--- config.mk ---
export PLATFORM = sky130hd
export DESIGN_NAME = async_read_responder
export DESIGN_NICKNAME = d
export VERILOG_FILES = /design/src/rtl/arr_pkg.sv /design/src/rtl/arr_wait_fsm.sv /design/src/rtl/arr_burst_track.sv /design/src/rtl/async_read_responder.sv
export SDC_FILE = /design/constraint.sdc
export NUM_CORES = 1
export LEC_CHECK = 0
export BUFFER_PORTS_ARGS = -buffer_cell sky130_fd_sc_hd__buf_2
export CORE_MARGIN = 5
export CORE_UTILIZATION = 52
export DETAILED_ROUTE_END_ITERATION = 12
export PLACE_DENSITY = 0.84
export SLEW_MARGIN = 20
export SYNTH_ARGS = -nofsm -noshare
export SYNTH_HDL_FRONTEND = slang
export SYNTH_HIERARCHICAL = 1
export SYNTH_SLANG_ARGS = --single-unit
--- constraint.sdc ---
create_clock -name clk -period 4.1 [get_ports clk]
set_input_delay 0 -clock clk [delete_from_list [all_inputs] [get_ports clk]]
set_output_delay 0 -clock clk [all_outputs]
set_load 0.005 [all_outputs]
--- src/rtl/arr_pkg.sv ---
package arr_pkg;
  typedef enum logic [1:0] {
    PH_IDLE  = 2'd0,
    PH_WAIT  = 2'd1,
    PH_GRANT = 2'd2,
    PH_HOLD  = 2'd3
  } rd_phase_t;
endpackage

--- src/rtl/arr_wait_fsm.sv ---
module arr_wait_fsm #(
  parameter int DATA_W = 32
) (
  input  logic              clk,
  input  logic              rst_n,
  input  logic              access,
  input  logic              rd_n,
  input  logic              src_valid,
  input  logic [DATA_W-1:0] src_data,
  output logic              rdy,
  output logic [DATA_W-1:0] data_q,
  output logic              src_ready,
  output logic              err
);
  import arr_pkg::*;

  rd_phase_t phase;
  logic      granted;

  assign granted   = (phase == PH_GRANT) || (phase == PH_HOLD);
  assign src_ready = granted && rd_n;

  always_ff @(posedge clk) begin
    if (!rst_n) begin
      phase  <= PH_IDLE;
      rdy    <= 1'b0;
      err    <= 1'b0;
      data_q <= '0;
    end else begin
      rdy <= 1'b0;
      err <= 1'b0;
      case (phase)
        PH_IDLE: begin
          if (access) begin
            if (src_valid) begin
              data_q <= src_data;
              rdy    <= 1'b1;
              phase  <= PH_GRANT;
            end else begin
              phase  <= PH_WAIT;
            end
          end
        end
        PH_WAIT: begin
          if (!access) begin
            err   <= 1'b1;
            phase <= PH_IDLE;
          end else if (src_valid) begin
            data_q <= src_data;
            rdy    <= 1'b1;
            phase  <= PH_GRANT;
          end
        end
        PH_GRANT: phase <= rd_n ? PH_IDLE : PH_HOLD;
        PH_HOLD:  if (rd_n) phase <= PH_IDLE;
        default:  phase <= PH_IDLE;
      endcase
    end
  end
endmodule

--- src/rtl/arr_burst_track.sv ---
module arr_burst_track #(
  parameter int BURST_LEN = 8,
  parameter int CNT_W     = 16
) (
  input  logic             clk,
  input  logic             rst_n,
  input  logic             take,
  output logic             burst_end,
  output logic [CNT_W-1:0] word_count
);
  localparam int BEAT_W = (BURST_LEN > 1) ? $clog2(BURST_LEN) : 1;
  localparam logic [BEAT_W-1:0] LAST_BEAT = BEAT_W'(BURST_LEN - 1);

  logic [BEAT_W-1:0] beat;
  logic [BEAT_W-1:0] beat_nxt;
  logic              at_last;

  assign at_last = (beat == LAST_BEAT);

  generate
    if ((1 << BEAT_W) == BURST_LEN) begin : g_pow2
      assign beat_nxt = beat + 1'b1;
    end else begin : g_cmp
      assign beat_nxt = at_last ? '0 : beat + 1'b1;
    end
  endgenerate

  always_ff @(posedge clk) begin
    if (!rst_n) begin
      beat       <= '0;
      burst_end  <= 1'b0;
      word_count <= '0;
    end else begin
      burst_end <= take && at_last;
      if (take) begin
        beat       <= beat_nxt;
        word_count <= word_count + 1'b1;
      end
    end
  end
endmodule

--- src/rtl/async_read_responder.sv ---
module async_read_responder #(
  parameter int DATA_W    = 32,
  parameter int BURST_LEN = 8,
  parameter int CNT_W     = 16
) (
  input  logic              clk,
  input  logic              rst_n,
  input  logic              sel_n,
  input  logic              oe_n,
  input  logic              rd_n,
  output logic              rdy,
  output logic [DATA_W-1:0] bus_data,
  output logic              bus_oe,
  input  logic              src_valid,
  input  logic [DATA_W-1:0] src_data,
  output logic              src_ready,
  output logic              proto_err,
  output logic              burst_end,
  output logic [CNT_W-1:0]  word_count
);
  logic access;
  logic take;

  assign access = !sel_n && !oe_n && !rd_n;
  assign bus_oe = !sel_n && !oe_n;
  assign take   = src_ready && src_valid;

  arr_wait_fsm #(.DATA_W(DATA_W)) u_fsm (
    .clk       (clk),
    .rst_n     (rst_n),
    .access    (access),
    .rd_n      (rd_n),
    .src_valid (src_valid),
    .src_data  (src_data),
    .rdy       (rdy),
    .data_q    (bus_data),
    .src_ready (src_ready),
    .err       (proto_err)
  );

  arr_burst_track #(.BURST_LEN(BURST_LEN), .CNT_W(CNT_W)) u_track (
    .clk        (clk),
    .rst_n      (rst_n),
    .take       (take),
    .burst_end  (burst_end),
    .word_count (word_count)
  );
endmodule

==> impl_metrics.ini <==
[timing]
fin_crit_ps = 1901
post-route-period-util = 0.4636
finalHoldViolations = 0
setup_viol = 0
rsz0062_at_grt = false
tightest_slew_ps = 962.3
fin_skew_ps = 7.859
timing.hold.ws_ps = 11.08
slew_headroom = 0.3585
fmax_mhz = 526.1
slew_violations = 0
finalSetupTns_ps = 0

[floorplanning]
fp-row-count = 24
start_util = 0.5388
ioPinCount = 91
coreArea_mm2 = 0.004384
dieHeight_um = 77.40
die_w_um = 77.40
dieArea_mm2 = 0.005991

[pwr]
swShare = 0.2301
combPwrFrac = 0.095
leakage_uw = 0.001467
p_int_uw = 738.5
power_uw = 959.1
netSwitchingPower_uw = 220.6
clkPwrFrac = 0.326
vdd_ir_drop_max_mv = 0.2423
seq_power_share = 0.579
cellPowerDensity_mw_per_mm2 = 301.7

[global_routing]
grt_pass1_wl_um = 9708
grt_max_degree = 59
grt_overflow = 0
grt_usage = 0.1938
antenna_found_initial = 0
grt_pass1_vias = 2068

[yosys]
synth_nets = 291
syn-cell-area_mm2 = 0.002362
synth_cell_types = 33
avgSynthCellArea_um2 = 9.449
synth_sequential_area_ratio = 0.4746
yosysWarnings = 6
synth_cells = 250
synth-seq-cells = 56

[outcome]
outcome = complete, no violations

[layout]
fin_nets = 405
layout-area-overhead-vs-synth_pct = 34.59
final_common_cell = buf_2
drive_above_1_share = 0.2904
layout_common_cells = 90 x buf_2, 72 x nand2_1, 56 x dfxtp_1
fillers = 305
n_antenna_cell = 0
finalNonFillerCells = 417

[drt]
wl_um = 5855
first_pass_iters = 4
final_antenna_net_count = 0
drt_iter0_markers = 120
routedWlPerCell_um = 14.04
drc = 0
drt-vias-per-instance = 5.086
num_vias = 2121

[critical_path]
worst-r2r-setup-slack_ps = 2200
path_class = flop to flop
worstSetupStartpointType = flop
cpMaxStageDelayCell = and2_1
crit_buf_inv = 0
cp_top_family = simple AND/OR/NAND/NOR gates
critPathRequiredTime_ps = 4300
cp.arrival_ps = 2100
critPathMaxFanout = 13
slowest_delay_ps = 460
crit_chain = and2_1 -> and2_1 -> and4_4 -> and4_4 -> nand3_2 -> mux2i_1
crit_path_end_kind = flop

[cts]
cts_tree = yes
clock_latency_ps = 310
post_cts.repair.setup_buffers = 0
cts_buffer_depth = 2
clk_pin_slew_ps = 100
h-tree-depth = 2
hold_buffers = 32
root_buffer = clkbuf_8
cts.sinks = 56
cts_buffers = 5
post_cts_resized = 0

[place]
dp.cells = 377
hpwl_um = 3506
place.gp.congestion = 0.8394
port_buffers = 90

[worst_hold_path]
min_path_type = primary input to flop

[job]
cap_violations = 0
[layer usage]
metal | global-route usage | wire length [µm] | up-vias | share of wire
li1 | - | - | 1049 | -
met1 | 0.2319 | 2411 | 968 | 0.41
met5 | 0 | 0 | - | 0
met3 | 0.07292 | 536 | 16 | 0.092
met2 | 0.3165 | 2759 | 88 | 0.47
met4 | 0.07216 | 148 | 0 | 0.025
[synth_stat cells, drive strengths merged]
master  count  area share
dfxtp      56        0.47
and3b       1      0.0037
nor3        2      0.0064
nand4       7       0.019
ha          3       0.016
inv         1      0.0016
o21ai       1      0.0021
nand3       4       0.013
nor2       16       0.025
a21oi       1      0.0021
xor2        7       0.026
and2        3      0.0079
nand2b      4       0.011
or3         1      0.0026
o21a        2      0.0064
clkbuf      4      0.0064
nor3b       1      0.0032
xnor2       4       0.015
buf        12       0.047
nor2b       1      0.0026
and4bb      1      0.0053
mux2i      39        0.17
and4        4       0.017
nand2      72        0.11
and3        3      0.0079
[final cells by class]
type                       instances  area (µm²)  share of cell area
clock buffer                       6       82.58             0.02597
clock inverter                     2       15.01            0.004723
inverter                           1       3.754            0.001181
multi-input combinational        177        1114              0.3503
sequential                        56        1121              0.3526
tap                               52       65.06             0.02046
timing repair buffer             123       778.2              0.2448
[per-stage QoR]
stage	setup WS, ps	area [µm²]	util
after global routing	2055	3179	0.7252
after CTS	2187	3179	0.7252
after floorplan	2678	2362	-
after detailed placement	2223	2761	0.6299
after global placement	2303	2761	0.6299
final	2199	3179	0.7252
[sequential cells by signal, indices dropped and copies added, names as in the netlist]
| signal | cells |
|---|---|
| u_fsm/data_q | 32 |
| u_fsm/err | 1 |
| u_fsm/phase | 2 |
| u_fsm/rdy | 1 |
| u_track/beat | 3 |
| u_track/burst_end | 1 |
| u_track/word_count | 16 |
[cells by family after synthesis]
family                     share of synthesized area
and+or+nand+nor                               0.2384
DFF                                           0.4746
xor gates and xnor gates                     0.04078
muxes                                         0.1653
adders and majority gates                    0.01589
AOI/OAI and AO/OA                            0.01059
buffers and inverters                        0.05455
[worst reg2reg max path, cell delays in order (launching register included)]
cell and delay, ps:
dfxtp_1 380, and2_1 160, and2_1 460, and4_4 360, and4_4 240, nand3_2 80, mux2i_1 130
[power by group through the flow]
| stage | Clock, µW | Combinational (µW) | Sequential (µW) |
|---|---|---|---|
| 4_1_cts | 323 | 88.1 | 555 |
| 3_3_place_gp | 0 | 62.2 | 567 |
| 3_5_place_dp | 0 | 64.4 | 567 |
| 2_1_floorplan | 0 | 37.2 | 568 |
| 6_report | 313 | 91.2 | 555 |
| 5_1_grt | 348 | 99.2 | 557 |
[path summary, 6_finish.rpt]
kind | cells past startpoint | endpoint | from
hold reg to reg | 2 | u_fsm/data_q[14]$_SDFFE_PN0P_ | u_fsm/data_q[14]$_SDFFE_PN0P_
setup reg to reg | 6 | u_track/word_count[14]$_SDFFE_PN0P_ | u_fsm/phase[1]$_SDFFE_PN0P_
hold / removal | 3 | u_fsm/phase[0]$_SDFFE_PN0P_ | src_valid
setup / recovery | 6 | u_track/word_count[14]$_SDFFE_PN0P_ | u_fsm/phase[1]$_SDFFE_PN0P_
No activity file was read; power rests on OpenSTA's default activity.
